[config.mk]
export PLATFORM = sky130hd
export DESIGN_NAME = sdma_channel
export DESIGN_NICKNAME = d
export VERILOG_FILES = /design/src/rtl/sdma_pkg.sv /design/src/rtl/sdma_regs.sv /design/src/rtl/sdma_engine.sv /design/src/rtl/sdma_channel.sv
export SDC_FILE = /design/constraint.sdc
export NUM_CORES = 1
export LEC_CHECK = 0
export BUFFER_PORTS_ARGS = -buffer_cell sky130_fd_sc_hd__clkbuf_2
export CORE_ASPECT_RATIO = 1.4
export CORE_MARGIN = 2
export CORE_UTILIZATION = 62
export CTS_BUF_LIST = sky130_fd_sc_hd__clkbuf_4 sky130_fd_sc_hd__clkbuf_8
export CTS_CLUSTER_SIZE = 24
export DETAILED_ROUTE_END_ITERATION = 8
export MAX_ROUTING_LAYER = met4
export PLACE_DENSITY = 0.88
export SLEW_MARGIN = 20
export SYNTH_ARGS = -nofsm -noshare
export SYNTH_HDL_FRONTEND = slang
export SYNTH_HIERARCHICAL = 1
export SYNTH_SLANG_ARGS = --single-unit
[constraint.sdc]
create_clock -name clk -period 6.7 [get_ports clk]
set_input_delay 0.335 -clock clk [delete_from_list [all_inputs] [get_ports clk]]
set_output_delay 0.335 -clock clk [all_outputs]
set_load 0.03 [all_outputs]
[src/rtl/sdma_pkg.sv]
package sdma_pkg;
  localparam logic [7:0] OFS_CFG   = 8'h00;
  localparam logic [7:0] OFS_BASE  = 8'h10;
  localparam logic [7:0] OFS_BCNT  = 8'h18;
  localparam logic [7:0] OFS_CUR   = 8'h20;
  localparam logic [7:0] OFS_CCNT  = 8'h28;
  localparam logic [7:0] OFS_RUN   = 8'h30;
  localparam logic [7:0] OFS_IEN   = 8'h40;
  localparam logic [7:0] OFS_IST   = 8'h44;
  localparam logic [7:0] OFS_ICLR  = 8'h48;

  localparam int TX_BIT    = 12;
  localparam int RXEND_BIT = 8;
  localparam int WAIT_LSB  = 4;
  localparam int WAIT_W    = 2;

  typedef struct packed {
    logic              tx_mode;
    logic              rx_end;
    logic [WAIT_W-1:0] wait_cnt;
  } cfg_t;
endpackage

[src/rtl/sdma_regs.sv]
module sdma_regs
  import sdma_pkg::*;
#(
  parameter int AW   = 32,
  parameter int CW   = 26,
  parameter int NIRQ = 2
) (
  input  logic            clk,
  input  logic            rst,
  input  logic            reg_we,
  input  logic            reg_re,
  input  logic [7:0]      reg_addr,
  input  logic [31:0]     reg_wdata,
  output logic [31:0]     reg_rdata,
  input  logic            busy,
  input  logic            done,
  input  logic            ch1_end,
  input  logic [AW-1:0]   cur,
  input  logic [CW-1:0]   cnt,
  output cfg_t            cfg,
  output logic [AW-1:0]   base,
  output logic [CW-1:0]   bcnt,
  output logic            run_wr,
  output logic            run_wval,
  output logic            irq
);
  cfg_t            cfg_q;
  logic [AW-1:0]   base_q;
  logic [CW-1:0]   bcnt_q;
  logic [NIRQ-1:0] ien_q, ist_q, ien_d, ist_d, set_v, clr_v;
  logic [31:0]     rd_v;
  logic            irq_q;
  logic [31:0]     rdata_q;

  assign run_wr   = reg_we && (reg_addr == OFS_RUN);
  assign run_wval = reg_wdata[0];

  always_comb begin
    set_v    = '0;
    set_v[0] = done;
    set_v[1] = ch1_end;
    clr_v    = (reg_we && reg_addr == OFS_ICLR) ? reg_wdata[NIRQ-1:0] : '0;
    ist_d    = (ist_q & ~clr_v) | set_v;
    ien_d    = (reg_we && reg_addr == OFS_IEN) ? reg_wdata[NIRQ-1:0] : ien_q;
  end

  always_comb begin
    rd_v = '0;
    case (reg_addr)
      OFS_CFG: begin
        rd_v[TX_BIT]                     = cfg_q.tx_mode;
        rd_v[RXEND_BIT]                  = cfg_q.rx_end;
        rd_v[WAIT_LSB +: WAIT_W]         = cfg_q.wait_cnt;
      end
      OFS_BASE: rd_v[AW-1:0]   = base_q;
      OFS_BCNT: rd_v[CW-1:0]   = bcnt_q;
      OFS_CUR:  rd_v[AW-1:0]   = cur;
      OFS_CCNT: rd_v[CW-1:0]   = cnt;
      OFS_RUN:  rd_v[0]        = busy;
      OFS_IEN:  rd_v[NIRQ-1:0] = ien_q;
      OFS_IST:  rd_v[NIRQ-1:0] = ist_q;
      default:  rd_v = '0;
    endcase
  end

  always_ff @(posedge clk) begin
    if (rst) begin
      cfg_q   <= '0;
      base_q  <= '0;
      bcnt_q  <= '0;
      ien_q   <= '0;
      ist_q   <= '0;
      irq_q   <= 1'b0;
      rdata_q <= '0;
    end else begin
      if (reg_we && !busy) begin
        case (reg_addr)
          OFS_CFG: begin
            cfg_q.tx_mode  <= reg_wdata[TX_BIT];
            cfg_q.rx_end   <= reg_wdata[RXEND_BIT];
            cfg_q.wait_cnt <= reg_wdata[WAIT_LSB +: WAIT_W];
          end
          OFS_BASE: base_q <= reg_wdata[AW-1:0];
          OFS_BCNT: bcnt_q <= reg_wdata[CW-1:0];
          default: ;
        endcase
      end
      ien_q <= ien_d;
      ist_q <= ist_d;
      irq_q <= |(ist_d & ien_d);
      if (reg_re) rdata_q <= rd_v;
    end
  end

  assign cfg       = cfg_q;
  assign base      = base_q;
  assign bcnt      = bcnt_q;
  assign irq       = irq_q;
  assign reg_rdata = rdata_q;

  // programming registers frozen while the channel runs
  p_hold_r3: assert property (@(posedge clk) disable iff (rst)
    busy |=> ($stable(base_q) && $stable(bcnt_q) && $stable(cfg_q)));

  // clearing a flag with no new event removes it
  p_clr_r8: assert property (@(posedge clk) disable iff (rst)
    (reg_we && reg_addr == OFS_ICLR && reg_wdata[0] && !done) |=> !ist_q[0]);

  // an end event always lands in the flag
  p_set_r11: assert property (@(posedge clk) disable iff (rst)
    done |=> ist_q[0]);
endmodule

[src/rtl/sdma_engine.sv]
module sdma_engine
  import sdma_pkg::*;
#(
  parameter int AW = 32,
  parameter int CW = 26,
  parameter int DW = 32
) (
  input  logic              clk,
  input  logic              rst,
  input  logic              run_wr,
  input  logic              run_wval,
  input  logic [AW-1:0]     base,
  input  logic [CW-1:0]     bcnt,
  input  logic              tx_mode,
  input  logic [WAIT_W-1:0] wait_cnt,
  input  logic              per_req,
  input  logic [DW-1:0]     per_rdata,
  input  logic [DW-1:0]     mem_rdata,
  output logic              per_ack,
  output logic [DW-1:0]     per_wdata,
  output logic              mem_valid,
  output logic              mem_write,
  output logic [AW-1:0]     mem_addr,
  output logic [DW-1:0]     mem_wdata,
  output logic              busy,
  output logic              done,
  output logic [AW-1:0]     cur,
  output logic [CW-1:0]     cnt
);
  localparam int BPW = DW / 8;
  localparam logic [CW-1:0] WORD_BYTES = CW'(BPW);

  logic              run_q, done_q, ack_q, valid_q, write_q;
  logic [AW-1:0]     cur_q, addr_q;
  logic [CW-1:0]     cnt_q, step;
  logic [WAIT_W-1:0] wcnt_q;
  logic [DW-1:0]     pw_q, mw_q;
  logic              last;

  assign step = (cnt_q < WORD_BYTES) ? cnt_q : WORD_BYTES;
  assign last = (cnt_q <= WORD_BYTES);

  always_ff @(posedge clk) begin
    if (rst) begin
      run_q   <= 1'b0;
      done_q  <= 1'b0;
      ack_q   <= 1'b0;
      valid_q <= 1'b0;
      write_q <= 1'b0;
      cur_q   <= '0;
      addr_q  <= '0;
      cnt_q   <= '0;
      wcnt_q  <= '0;
      pw_q    <= '0;
      mw_q    <= '0;
    end else begin
      done_q <= 1'b0;
      ack_q  <= 1'b0;
      if (run_wr) begin
        if (run_wval) begin
          if (!run_q) begin
            if (bcnt == '0) begin
              done_q <= 1'b1;
            end else begin
              run_q <= 1'b1;
              cur_q <= base;
              cnt_q <= bcnt;
            end
          end
        end else begin
          run_q   <= 1'b0;
          valid_q <= 1'b0;
        end
      end else if (run_q) begin
        if (!valid_q) begin
          if (per_req) begin
            valid_q <= 1'b1;
            wcnt_q  <= wait_cnt;
            addr_q  <= cur_q;
            write_q <= !tx_mode;
            mw_q    <= per_rdata;
          end
        end else if (wcnt_q != '0) begin
          wcnt_q <= wcnt_q - 1'b1;
        end else begin
          valid_q <= 1'b0;
          ack_q   <= 1'b1;
          cur_q   <= cur_q + AW'(step);
          cnt_q   <= cnt_q - step;
          if (tx_mode) pw_q <= mem_rdata;
          if (last) begin
            run_q  <= 1'b0;
            done_q <= 1'b1;
          end
        end
      end
    end
  end

  assign busy      = run_q;
  assign done      = done_q;
  assign per_ack   = ack_q;
  assign per_wdata = pw_q;
  assign mem_valid = valid_q;
  assign mem_write = write_q;
  assign mem_addr  = addr_q;
  assign mem_wdata = mw_q;
  assign cur       = cur_q;
  assign cnt       = cnt_q;

  // memory activity only while the channel runs
  p_valid_r4: assert property (@(posedge clk) disable iff (rst)
    valid_q |-> run_q);

  // acknowledge follows the end of a memory access
  p_ack_r4: assert property (@(posedge clk) disable iff (rst)
    ack_q |-> (!valid_q && $past(valid_q)));

  // live count never grows during a run
  p_cnt_r5: assert property (@(posedge clk) disable iff (rst)
    (run_q && $past(run_q)) |-> (cnt_q <= $past(cnt_q)));

  // bytes moved agree between address and count
  p_sum_r6: assert property (@(posedge clk) disable iff (rst)
    run_q |-> ((cur_q - base) == AW'(bcnt - cnt_q)));

  // completion leaves the channel stopped
  p_done_r6: assert property (@(posedge clk) disable iff (rst)
    done_q |-> !run_q);
endmodule

[src/rtl/sdma_channel.sv]
module sdma_channel
  import sdma_pkg::*;
#(
  parameter int AW = 32,
  parameter int CW = 26,
  parameter int DW = 32
) (
  input  logic          clk,
  input  logic          rst,
  input  logic          reg_we,
  input  logic          reg_re,
  input  logic [7:0]    reg_addr,
  input  logic [31:0]   reg_wdata,
  output logic [31:0]   reg_rdata,
  input  logic          per_req,
  input  logic [DW-1:0] per_rdata,
  output logic          per_ack,
  output logic [DW-1:0] per_wdata,
  output logic          mem_valid,
  output logic          mem_write,
  output logic [AW-1:0] mem_addr,
  output logic [DW-1:0] mem_wdata,
  input  logic [DW-1:0] mem_rdata,
  input  logic          ch1_end,
  output logic          irq
);
  cfg_t          cfg;
  logic [AW-1:0] base, cur;
  logic [CW-1:0] bcnt, cnt;
  logic          busy, done, run_wr, run_wval;

  sdma_regs #(.AW(AW), .CW(CW), .NIRQ(2)) u_regs (
    .clk(clk), .rst(rst), .reg_we(reg_we), .reg_re(reg_re),
    .reg_addr(reg_addr), .reg_wdata(reg_wdata), .reg_rdata(reg_rdata),
    .busy(busy), .done(done), .ch1_end(ch1_end), .cur(cur), .cnt(cnt),
    .cfg(cfg), .base(base), .bcnt(bcnt), .run_wr(run_wr),
    .run_wval(run_wval), .irq(irq)
  );

  sdma_engine #(.AW(AW), .CW(CW), .DW(DW)) u_engine (
    .clk(clk), .rst(rst), .run_wr(run_wr), .run_wval(run_wval),
    .base(base), .bcnt(bcnt), .tx_mode(cfg.tx_mode), .wait_cnt(cfg.wait_cnt),
    .per_req(per_req), .per_rdata(per_rdata), .mem_rdata(mem_rdata),
    .per_ack(per_ack), .per_wdata(per_wdata), .mem_valid(mem_valid),
    .mem_write(mem_write), .mem_addr(mem_addr), .mem_wdata(mem_wdata),
    .busy(busy), .done(done), .cur(cur), .cnt(cnt)
  );

  // interrupt never pulses without a cause latched one cycle earlier
  p_irq_r8: assert property (@(posedge clk) disable iff (rst)
    $rose(irq) |-> ($past(done) || $past(ch1_end) || $past(reg_we)));
endmodule

Word level (Yosys, flattened, before mapping)
Index checks and enable logic that the tools add are counted.
{"block": "totals", "reg_bits": 260, "latchBits": 0, "ram_bits": 0, "mem_bits_ro": 0, "inputBits": 110, "output_inout_bits": 132, "elab_cells": 122, "n_memories": 0}
{"block": "classes", "n_addsub": 3, "multipliers": 0, "n_div": 0, "order_cmp": 2, "eq_ne": 14, "shift": 0, "muxes": 53, "bitwise": 8, "reduce_logical": 22}
{"operator": "$mux W32", "n": 7}
{"operator": "$mux W26", "n": 8}
{"operator": "$pmux W13 S4", "n": 1}
{"operator": "$add A32 B26 Y32", "n": 1}
{"operator": "$le A26 B3 Y1 const B", "n": 1}
{"operator": "$logic_not A26 Y1", "n": 1}
{"operator": "$lt A26 B3 Y1 const B", "n": 1}
{"operator": "$sub A26 B26 Y26", "n": 1}
{"operator": "$eq A8 B6 Y1 const B", "n": 3}
{"operator": "$eq A8 B7 Y1 const B", "n": 3}
{"operator": "$mux W1", "n": 23}
{"operator": "$eq A8 B5 Y1 const B", "n": 2}
{"operator": "$pmux W2 S4", "n": 2}
{"operator": "$pmux W3 S4", "n": 1}
{"operator": "$pmux W6 S2", "n": 1}
{"operator": "$mux W2", "n": 5}
{"operator": "$ne A2 B2 Y1 const B", "n": 5}
{"operator": "$pmux W1 S5", "n": 2}
{"operator": "$pmux W2 S5", "n": 1}
{"operator": "$logic_not A8 Y1", "n": 1}
{"operator": "$reduce_and A2 Y1", "n": 4}
{"operator": "$reduce_and A4 Y1", "n": 2}
{"operator": "$reduce_bool A2 Y1", "n": 4}
{"operator": "$pmux W1 S7", "n": 1}
{"operator": "other kinds (13)", "n": 21}

Depth between registers and ports, before layout
Gate-level depths: netlist of run 1.
{"block": "depth", "depth_word": 8, "mapped_depth": 16, "ltp_nobuf": 14}

Modules after synthesis
Netlist of run 1, hierarchy kept.
{"mod": "sdma_engine", "n_inst": 1, "cells_each": 1097, "area_per_inst_um2": 8285.4, "seq_area_each_um2": 3223.1}
{"mod": "sdma_regs", "n_inst": 1, "cells_each": 514, "area_per_inst_um2": 4443.0, "seq_area_each_um2": 1981.9}

Least setup slack after synthesis of run 1
No wires, ideal clock.
{"block": "synth_path", "path_kind": "flip-flop to flip-flop", "startpoint": "register u_engine.cnt_q[10], in the netlist u_engine/cnt[10]", "endpoint": "register u_engine.cur_q[30], in the netlist u_engine/cur[30]", "setup_ns": 0.145, "arrival_time_ns": 3.866, "required_ns": 6.555, "setup_slack_ns": 2.689, "path_stages_with_launch": 15, "n_path_buf": 1, "synth_period_minus_slack_ns": 4.011, "cell_sequence": "dfxtp_1 or4_1 or4_4 buf_6 nor4_4 and2_1 ha_1 fa_1 a21o_1 a311oi_1 o21ai_0 a41oi_1 o21a_1 o311ai_0 a41oi_1"}
{"block": "synth_via", "elab_chain_len": 7}
{"item": "start, declared", "line": "sdma_engine.sv:35", "text": "logic [CW-1:0] cnt_q, step;"}
{"item": "start signal, assigned", "line": "sdma_engine.sv:67", "text": "cnt_q <= bcnt;"}
{"item": "start signal, assigned", "line": "sdma_engine.sv:89", "text": "cnt_q <= cnt_q - step;"}
{"item": "$lt A26 B3 Y1", "line": "sdma_engine.sv:40", "text": "assign step = (cnt_q < WORD_BYTES) ? cnt_q : WORD_BYTES;"}
{"item": "$mux W26 *", "line": "sdma_engine.sv:40"}
{"item": "$add A32 B26 Y32 *", "line": "sdma_engine.sv:88", "text": "cur_q <= cur_q + AW'(step);"}
{"item": "$mux W32 *", "line": "sdma_engine.sv:83", "text": "end else if (wcnt_q != '0) begin"}
{"item": "$mux W32 *", "line": "sdma_engine.sv:75", "text": "if (!valid_q) begin"}
{"item": "$mux W32 *", "line": "sdma_engine.sv:74", "text": "end else if (run_q) begin"}
{"item": "$mux W32 *", "line": "sdma_engine.sv:59", "text": "if (run_wr) begin"}
{"item": "end signal, assigned", "line": "sdma_engine.sv:66", "text": "cur_q <= base;"}
{"item": "end signal, assigned", "line": "sdma_engine.sv:88"}
{"item": "end, declared", "line": "sdma_engine.sv:34", "text": "logic [AW-1:0] cur_q, addr_q;"}
Every way passes the cells marked *; elsewhere a longest branch is shown, timed or not. The select of a mux whose other input is x is not followed.
A chain may end at the register's enable or synchronous reset.

Worst setup path in the final report of run 1
{"block": "layout_path", "startpoint": "register u_engine.cnt_q[6], in the netlist u_engine/cnt[6]", "endpoint": "register u_engine.cur_q[30], in the netlist u_engine/cur[30]"}
The elaborated chain is that of the path after synthesis.

==> results of run 1 <==
stage by stage:
stage,std cells,util
after floorplan,1633,-
after global placement,2022,0.687
after detailed placement,2022,0.687
after CTS,2115,0.742
after global routing,2117,0.744
final,2117,0.744
layer usage:
metal  track usage  vias up
met4         0.139        0
met3        0.0713      127
met2         0.579      769
met5             -        -
met1         0.438     6058
li1              -     6144
path summary, 6_finish.rpt:
check | end | cells after the start
hold reg to reg | u_engine/per_wdata[0] | 2
hold / removal | u_engine/mem_wdata[21] | 3
setup reg to reg | u_engine/cur[30] | 13
setup / recovery | u_engine/cur[30] | 13
area by class of cell:
type                    instances  area share
clock inverters                 5     0.00687
well taps                     256      0.0212
multi-input cells            1239       0.466
repair buffers                278       0.105
inverters                      14     0.00348
clock buffers                  65      0.0530
flip-flops and latches        260       0.344
cells in the mapped netlist, drive strengths merged, types with 14 or more instances:
master	count	area share
inv	14	0.0041
a211oi	26	0.015
nand3	28	0.011
a21oi	218	0.087
nor2	97	0.029
a22oi	17	0.010
a22o	16	0.011
clkbuf	91	0.027
o221ai	20	0.014
dfxtp	260	0.41
nand2	386	0.11
mux2i	65	0.051
nor3	36	0.015
o21ai	55	0.022
nor4	20	0.013
buf	29	0.014
ha	28	0.028
cells by family (layout without fill, tap and decap cells):
kind of cell	Yosys count	count (layout)	synth area share
compound gates	446	446	0.218
xor+xnor	15	15	0.0103
fa+ha+maj	29	29	0.0291
buf+inv	134	362	0.0448
flops	260	260	0.409
mux	67	67	0.0529
other cells	2	24	0.000590
simple gates	658	658	0.235
layout by cell type, fill, tap and decap left out, types with 7 or more instances in the layout:
master,n
a211oi_1,26
a31oi_1,13
a22oi_1,16
dfxtp_1,260
a21o_1,12
clkbuf_8,50
xnor2_1,9
nor2b_1,11
dlygate4sd3_1,23
nor4_1,16
clkbuf_2,240
ha_1,28
a22o_1,16
o21ai_0,54
nand3_1,27
clkbuf_4,15
nor2_1,97
and2_1,9
conb_1,24
buf_4,10
a21oi_1,217
inv_1,13
o211ai_1,7
nand4_1,13
nand2b_1,13
o21bai_1,7
mux2i_1,65
o221ai_1,20
nand3b_1,10
nand2_1,385
nor3_1,35
power by group through the flow:
stage               Sequential, mW  Clock, mW  Combinational, mW
CTS                           1.55       1.50              0.166
global placement              1.58          0              0.153
floorplan                     1.59          0             0.0898
global route                  1.55       1.57              0.183
detailed placement            1.58          0              0.154
finish                        1.55       1.49              0.170
flip-flops by register name, indices dropped and copies added (netlist names), 4 cells and up:
name	cells
u_engine/cur	32
u_engine/mem_addr	32
u_engine/mem_wdata	32
u_engine/per_wdata	32
u_regs/base	32
u_regs/reg_rdata	32
u_engine/cnt	26
u_regs/bcnt	26
u_regs/cfg	4
worst register-to-register path, cell delays in order, from the launching register on:
cell,delay [ps]
dfxtp_1,370
or4_1,700
or4_4,550
nor4_4,370
and2_1,190
ha_1,200
fa_1,230
a21o_1,190
a311oi_1,130
o21ai_0,450
a41oi_1,350
o21a_1,300
o311ai_0,350
a41oi_1,160
==> flow_metrics.py, run 1 <==
metrics = {
    "clock_network": {
        "clk_pin_slew_ps": 60,
        "h-tree-depth": 2,
        "numCtsBuffers": 40,
        "cts.hold.buffers_added": 23,
        "cts-root-buf": "clkbuf_8",
        "cts_tree": "yes",
        "insertion_delay_ps": 560,
        "clockBufferDepth": 3,
        "clock-sinks": 260,
        "cts_setup_buffers": 0,
        "post_cts_resized": 0,
    },
    "grt": {
        "grt_max_degree": 180,
        "grt_first_pass_wirelength_mm": 62.5,
        "gr-total-overflow": 0,
        "grt_usage": 0.357,
        "grt_pass1_vias": 12100,
        "antenna_found_initial": 0,
    },
    "yosys": {
        "avgSynthCellArea_um2": 7.90,
        "yosysWarnings": 6,
        "synthCells": 1611,
        "async_flop_share": 0,
        "synth-seq-area-share": 0.409,
        "ys_ff_latch": 260,
        "synth-edff-count": 0,
        "ys.flop_type": "dfxtp_1",
        "syn_area_um2": 12700,
        "yosys.cell_types.count": 78,
    },
    "power": {
        "combPwrFrac": 0.053,
        "p_leak_nw": 5.96,
        "peakVddDrop_uv": 192,
        "p_int_mw": 2.49,
        "p_per_area_nw_per_um2": 212,
        "power_frac_clock": 0.464,
        "seqPwrFrac": 0.483,
        "power_mw": 3.21,
        "power_switching_share": 0.225,
        "p_switching_uw": 723,
    },
    "setup_path": {
        "crit_fanout": 7,
        "crit_top_cell": "a41oi_1",
        "r2r-start": "u_engine/cnt[6]",
        "cp-end-kind": "flop",
        "crit_buf_inv": 0,
        "crit_chain": "or4_1, or4_4, nor4_4, and2_1, ha_1, fa_1, a21o_1, a311oi_1, o21ai_0, a41oi_1, o21a_1, o311ai_0, a41oi_1",
        "cp.required_ps": 7100,
        "worstSetupStartpoint": "u_engine/cnt[6]",
        "cp_data_arrival_time_ps": 5090,
        "max_stage_delay_ps": 700,
        "startpoint_type": "flop",
        "worstSetupPathType": "reg -> reg",
        "ff2ff_setup_slack_ps": 2010,
        "cp_top_family": "compound AO/OA/AOI/OAI gates",
        "cp_slowest_cell": "or4_1",
    },
    "timing": {
        "max_clock_freq_ghz": 0.213,
        "final.period_utilization": 0.700,
        "fin_crit_ps": 4690,
        "hold_viol_final": 0,
        "maxSlewViolCount": 0,
        "setup-tns-final_ps": 0,
        "holdWs_ps": 5.40,
        "grt_setup_unrepaired": "false",
        "worst_pin_slew_ps": 1230,
        "clock_skew_ps": 33.8,
        "report.final.setup_viol": 0,
        "relSlewSlack": 0.171,
        "worst_slack_ps": 2010,
    },
    "cells_and_area": {
        "fill_cells": 1578,
        "final_area_um2": 15100,
        "num_antenna_cells": 0,
        "layout.nets": 1972,
        "syn_to_final_growth_pct": 18.8,
        "regArea_um2": 5200,
        "multi_input_area_um2": 7050,
        "layout-drive-gt1-share": 0.188,
    },
    "route": {
        "route.detailed.drc": 0,
        "antenna_left": 0,
        "routed_via_density": 6.19,
        "drt_wl_total_mm": 39.2,
        "routedWlPerCell_um": 18.5,
        "vias": 13100,
        "first_pass_iters": 6,
        "m1WireLength_mm": 15.4,
        "met2WireLength_mm": 18.4,
        "routed.top_layer": "met4",
        "drt_iter0_drc": 1451,
        "wl_met3_mm": 3.88,
    },
    "floorplan": {
        "core_area_um2": 20300,
        "start_util": 0.626,
        "die_area_um2": 21700,
        "die_width_um": 125,
        "die_y_um": 174,
        "rows": 62,
        "num_io_pins": 242,
    },
    "placed_design": {
        "place_ws_ps": 2100,
        "gp_congestion": 0.950,
        "hpwlAfterDp_mm": 26.4,
        "io_buffers": 241,
        "placedInstanceArea_um2": 14000,
    },
    "job": {
        "drv_cap": 0,
    },
    "min_path": {
        "min_path_type": "in -> reg",
        "min_from": "per_rdata[21]",
    },
    "status": {
        "outcome": "finished clean",
    },
}
No activity file was read; power rests on OpenSTA's default activity.
==> inputs of run 2 (changes only) <==
Settings changed: CORE_UTILIZATION 62 to 52, PLACE_DENSITY 0.88 to 0.79.
Clock period 6.7 ns to 3.77 ns, I/O delays scaled along.
==> flow_metrics.py, run 2 (synthesis results as in run 1) <==
metrics = {
    "setup_path": {
        "crit_chain": "or4_4, or4_4, nor4_4, buf_4, and2_4, ha_4, a211oi_2, o21bai_1, nand3_1, a211o_1, a21oi_4, nor3_4, or4_1, a211oi_1",
        "max_stage_delay_ps": 530,
        "ff2ff_setup_slack_ps": -100,
        "r2r-start": "u_engine/cnt[10]",
        "cp_slowest_cell": "or4_4",
        "cp_top_family": "simple AND/OR/NAND/NOR gates",
        "worstSetupPathType": "reg -> reg",
        "path_depth": 14,
        "startpoint_type": "flop",
        "worstSetupStartpoint": "u_engine/cnt[10]",
        "reg2reg_depth": 14,
        "r2r-end": "u_engine/cur[29]",
        "crit_fanout": 6,
        "crit_buf_inv": 1,
        "crit_top_cell": "or4_4",
        "critical_path.endpoint": "u_engine/cur[29]",
        "cp_data_arrival_time_ps": 4320,
        "cp.required_ps": 4220,
        "cp-end-kind": "flop",
    },
    "route": {
        "routedWlPerCell_um": 18.3,
        "antenna_left": 0,
        "routed_via_density": 5.96,
        "route.detailed.drc": 0,
        "drt_wl_total_mm": 42.0,
        "first_pass_iters": 8,
        "vias": 13700,
        "drt_iter0_drc": 1444,
    },
    "job": {
        "drv_cap": 0,
    },
    "clock_network": {
        "clockBufferDepth": 3,
        "clk_pin_slew_ps": 60,
        "insertion_delay_ps": 560,
        "cts-root-buf": "clkbuf_8",
        "clock-sinks": 260,
        "numCtsBuffers": 42,
        "cts_tree": "yes",
        "h-tree-depth": 2,
    },
    "grt": {
        "grt_pass1_vias": 12600,
        "grt_first_pass_wirelength_mm": 64.3,
        "grt_usage": 0.318,
        "grt_max_degree": 112,
        "gr-total-overflow": 0,
        "antenna_found_initial": 0,
    },
    "floorplan": {
        "die_y_um": 189,
        "die_width_um": 136,
        "num_io_pins": 242,
        "rows": 67,
        "core_area_um2": 24000,
        "start_util": 0.531,
        "die_area_um2": 25800,
    },
    "placed_design": {
        "placedInstanceArea_um2": 14300,
        "gp_congestion": 0.951,
        "placedCellCount": 2115,
        "place_ws_ps": -83.4,
        "io_buffers": 241,
        "hpwlAfterDp_mm": 27.8,
    },
    "power": {
        "p_leak_nw": 6.51,
        "power_mw": 5.71,
        "peakVddDrop_uv": 329,
        "p_per_area_nw_per_um2": 348,
    },
    "cells_and_area": {
        "final_area_um2": 16400,
        "syn_to_final_growth_pct": 28.8,
        "most-common-layout-cells": "nand2_1 (386), dfxtp_1 (260), clkbuf_2 (240)",
        "final_util": 0.684,
        "fin_cells": 2294,
        "layout_commonest_cell": "nand2_1",
        "num_antenna_cells": 0,
        "layout.nets": 2093,
        "layout-drive-gt1-share": 0.213,
        "fill_cells": 1938,
    },
    "timing": {
        "worst_slack_ps": -101,
        "relSlewSlack": 0.344,
        "grt_setup_unrepaired": "true",
        "report.final.setup_viol": 4,
        "max_clock_freq_ghz": 0.258,
        "setup-tns-final_ps": -267,
        "hold_viol_final": 0,
        "holdWs_ps": 52.2,
        "fin_crit_ps": 3870,
        "clock_skew_ps": 35.1,
        "final.period_utilization": 1.03,
        "worst_pin_slew_ps": 984,
        "maxSlewViolCount": 0,
    },
    "min_path": {
        "min_path_type": "in -> reg",
        "min_path_cells": 4,
    },
    "status": {
        "outcome": "complete, but fails checks",
        "violations": "negative setup slack",
    },
}
-- run 2: cell count changes in the layout (fill, tap and decap cells not counted), moves of 3 or more --
cell / delta
clkbuf_4: -5
buf_4: +49
clkinv_2: +8
o21ai_0: -5
clkbuf_8: +3
o21ai_1: +3
dlygate4sd3_1: +73
-- run 2: area by class of cell --
cell class / count / area (µm²) / share of cell area
Sequential cell: 260 / 5200 / 0.317
Multi-Input combinational cell: 1239 / 7230 / 0.441
Clock inverter: 11 / 83.8 / 0.00511
Timing Repair Buffer: 397 / 2640 / 0.161
Tap cell: 310 / 388 / 0.0237
Inverter: 14 / 52.6 / 0.00320
Clock buffer: 63 / 805 / 0.0491
-- run 2: repair_timing --
| item | in CTS | in global routing |
|---|---|---|
| hold buffers | 96 | 0 |
| setup endpoints to repair | 4 | 18 |
| pin swaps | 0 | 13 |
| hold endpoints to repair | 126 | 0 |
| buffers inserted | 1 | 8 |
| resized for setup | 3 | 30 |
-- run 2: how the worst min path moves through the flow --
stage	start	endpoint	slack, ps
global placement	per_rdata[6]	u_engine/mem_wdata[6]	410
finish	reg_we	u_regs/ist_q[1]	50
floorplan	reg_wdata[13]	u_regs/base[13]	320
global route	reg_wdata[0]	u_regs/base[0]	50
detailed placement	mem_rdata[10]	u_engine/per_wdata[10]	420
CTS	reg_wdata[0]	u_regs/base[0]	20
-- run 2: where the power goes --
| part | internal, mW | switching (mW) | total (mW) | leakage (nW) |
|---|---|---|---|---|
| combinational | 0.171 | 0.199 | 0.370 | 3.93 |
| sequential | 2.75 | 0.00359 | 2.76 | 2.09 |
| clock | 1.44 | 1.15 | 2.59 | 0.481 |
| total | 4.36 | 1.35 | 5.71 | 6.51 |
-- run 2: worst reg2reg max path, delay by kind of cell, from the launching register on --
family                   cells  cell delay [ps]
AND/OR/NAND/NOR              7             2110
AO/OA/AOI/OAI                5             1040
flip-flops                   1              310
buffers and inverters        1              180
adder cells (fa/ha/maj)      1              150
-- run 2: layer usage --
layer,vias up,share of wire,global-route usage
met2,777,0.47,0.525
met5,-,0,-
met4,0,0.046,0.135
met1,6362,0.39,0.380
met3,157,0.091,0.0549
li1,6374,-,-
==> inputs of run 3 (changes only) <==
Settings changed: CORE_ASPECT_RATIO 1.4 to default, CORE_UTILIZATION 52 to 57, PLACE_DENSITY 0.79 to 0.82.
Clock period 3.77 ns to 4.8 ns, I/O delays scaled along.
==> flow_metrics.py, run 3 (synthesis results as in run 1) <==
metrics = {
    "cells_and_area": {
        "syn_to_final_growth_pct": 25.9,
        "layout_commonest_cell": "nand2_1",
        "most-common-layout-cells": "nand2_1 (386), dfxtp_1 (260), clkbuf_2 (240)",
        "layout.nets": 2052,
        "layout-drive-gt1-share": 0.186,
    },
    "route": {
        "routed.top_layer": "met4",
        "met2WireLength_mm": 19.2,
        "vias": 13400,
        "wl_met3_mm": 4.35,
        "antenna_left": 0,
        "first_pass_iters": 6,
        "drt_wl_total_mm": 41.9,
        "drt_iter0_drc": 1689,
        "routed_via_density": 6.03,
        "routedWlPerCell_um": 18.8,
        "m1WireLength_mm": 17.2,
        "route.detailed.drc": 0,
    },
    "timing": {
        "setup-tns-final_ps": 0,
        "fin_crit_ps": 4460,
        "clock_skew_ps": 26.1,
        "report.final.setup_viol": 0,
        "worst_pin_slew_ps": 1090,
        "max_clock_freq_ghz": 0.224,
        "relSlewSlack": 0.271,
        "final.period_utilization": 0.930,
        "hold_viol_final": 0,
        "maxSlewViolCount": 0,
        "grt_setup_unrepaired": "false",
    },
    "grt": {
        "gr-total-overflow": 0,
        "grt_pass1_vias": 12400,
        "grt_usage": 0.350,
        "grt_max_degree": 107,
        "grt_first_pass_wirelength_mm": 65.7,
        "antenna_found_initial": 1,
    },
    "clock_network": {
        "cts_setup_buffers": 0,
        "h-tree-depth": 2,
        "cts_tree": "yes",
        "clk_pin_slew_ps": 60,
        "cts-root-buf": "clkbuf_8",
        "clock-sinks": 260,
        "numCtsBuffers": 44,
        "clockBufferDepth": 3,
        "insertion_delay_ps": 570,
    },
    "power": {
        "power_mw": 4.78,
        "p_per_area_nw_per_um2": 298,
        "peakVddDrop_uv": 233,
        "p_leak_nw": 6.33,
    },
    "floorplan": {
        "rows": 54,
        "die_width_um": 153,
        "die_area_um2": 23500,
        "start_util": 0.581,
        "die_y_um": 153,
        "num_io_pins": 242,
        "core_area_um2": 21900,
    },
    "setup_path": {
        "cp.required_ps": 5200,
        "crit_fanout": 8,
        "cp_data_arrival_time_ps": 4860,
        "cp-end-kind": "flop",
        "crit_chain": "or4_1, or4_4, nor4_4, and2_1, ha_1, fa_1, a21o_1, a311oi_1, o21ai_1, a41oi_1, o21a_1, o311ai_0, a41oi_1",
        "startpoint_type": "flop",
        "cp_slowest_cell": "or4_1",
        "crit_top_cell": "a41oi_1",
        "max_stage_delay_ps": 630,
        "reg2reg_depth": 13,
        "worstSetupPathType": "reg -> reg",
    },
    "placed_design": {
        "gp_congestion": 0.997,
        "hpwlAfterDp_mm": 26.9,
        "io_buffers": 241,
    },
    "job": {
        "drv_cap": 0,
    },
    "min_path": {
        "min_path_type": "in -> reg",
        "min_path_cells": 4,
    },
    "status": {
        "outcome": "finished clean",
    },
}
[run 3: area by class of cell]
cell class / instances / area, µm²
well taps: 280 / 350
inverters: 14 / 52.6
fillers: 1670 / 5860
clock inverters: 8 / 170
repair buffers: 354 / 2310
flip-flops and latches: 260 / 5200
multi-input cells: 1239 / 7050
diodes: 1 / 2.50
clock buffers: 70 / 882
[run 3: worst paths after layout]
kind                                      startpoint  slack [ps]                   end
worst max-delay path                u_engine/cnt[10]         340      u_engine/cur[30]
worst min-delay path                         ch1_end          40       u_regs/ist_q[1]
worst max register to register      u_engine/cnt[10]         340      u_engine/cur[30]
worst min register to register  u_engine/mem_addr[9]         450  u_engine/mem_addr[9]
[run 3: layer usage]
layer	GRT usage	vias to the layer above
li1	-	6296
met4	0.108	0
met2	0.549	803
met5	-	-
met1	0.455	6222
met3	0.0734	91
[run 3: worst max-delay path: cells and delay by family, from the launching register on]
family          cells  cell delay (ps)
compound gates      7             1690
fa+ha+maj           2              440
flops               1              380
simple gates        4             1770
[run 3: per-stage QoR]
step	std cells	util	setup slack (ps)	hold WS (ps)	instance area (µm²)
floorplan	1633	-	789	376	12800
global placement	2052	0.640	405	441	14000
detailed placement	2052	0.640	264	446	14000
CTS	2225	0.732	231	12.4	16000
global route	2226	0.732	87.8	76.2	16000
finish	2226	0.732	337	40.4	16000
[run 3: timing repair]
action | CTS | global route
endpoints found under the setup margin | 0 | 3
gates resized for setup | 0 | 2
hold buffers | 95 | 0
endpoints found under the hold margin | 125 | 0
[run 3: report_power, final]
group / leakage (nW) / switching (mW) / internal [mW]
Sequential: 2.09 / 0.00284 / 2.16
Combinational: 3.69 / 0.155 / 0.131
Clock: 0.545 / 0.901 / 1.43
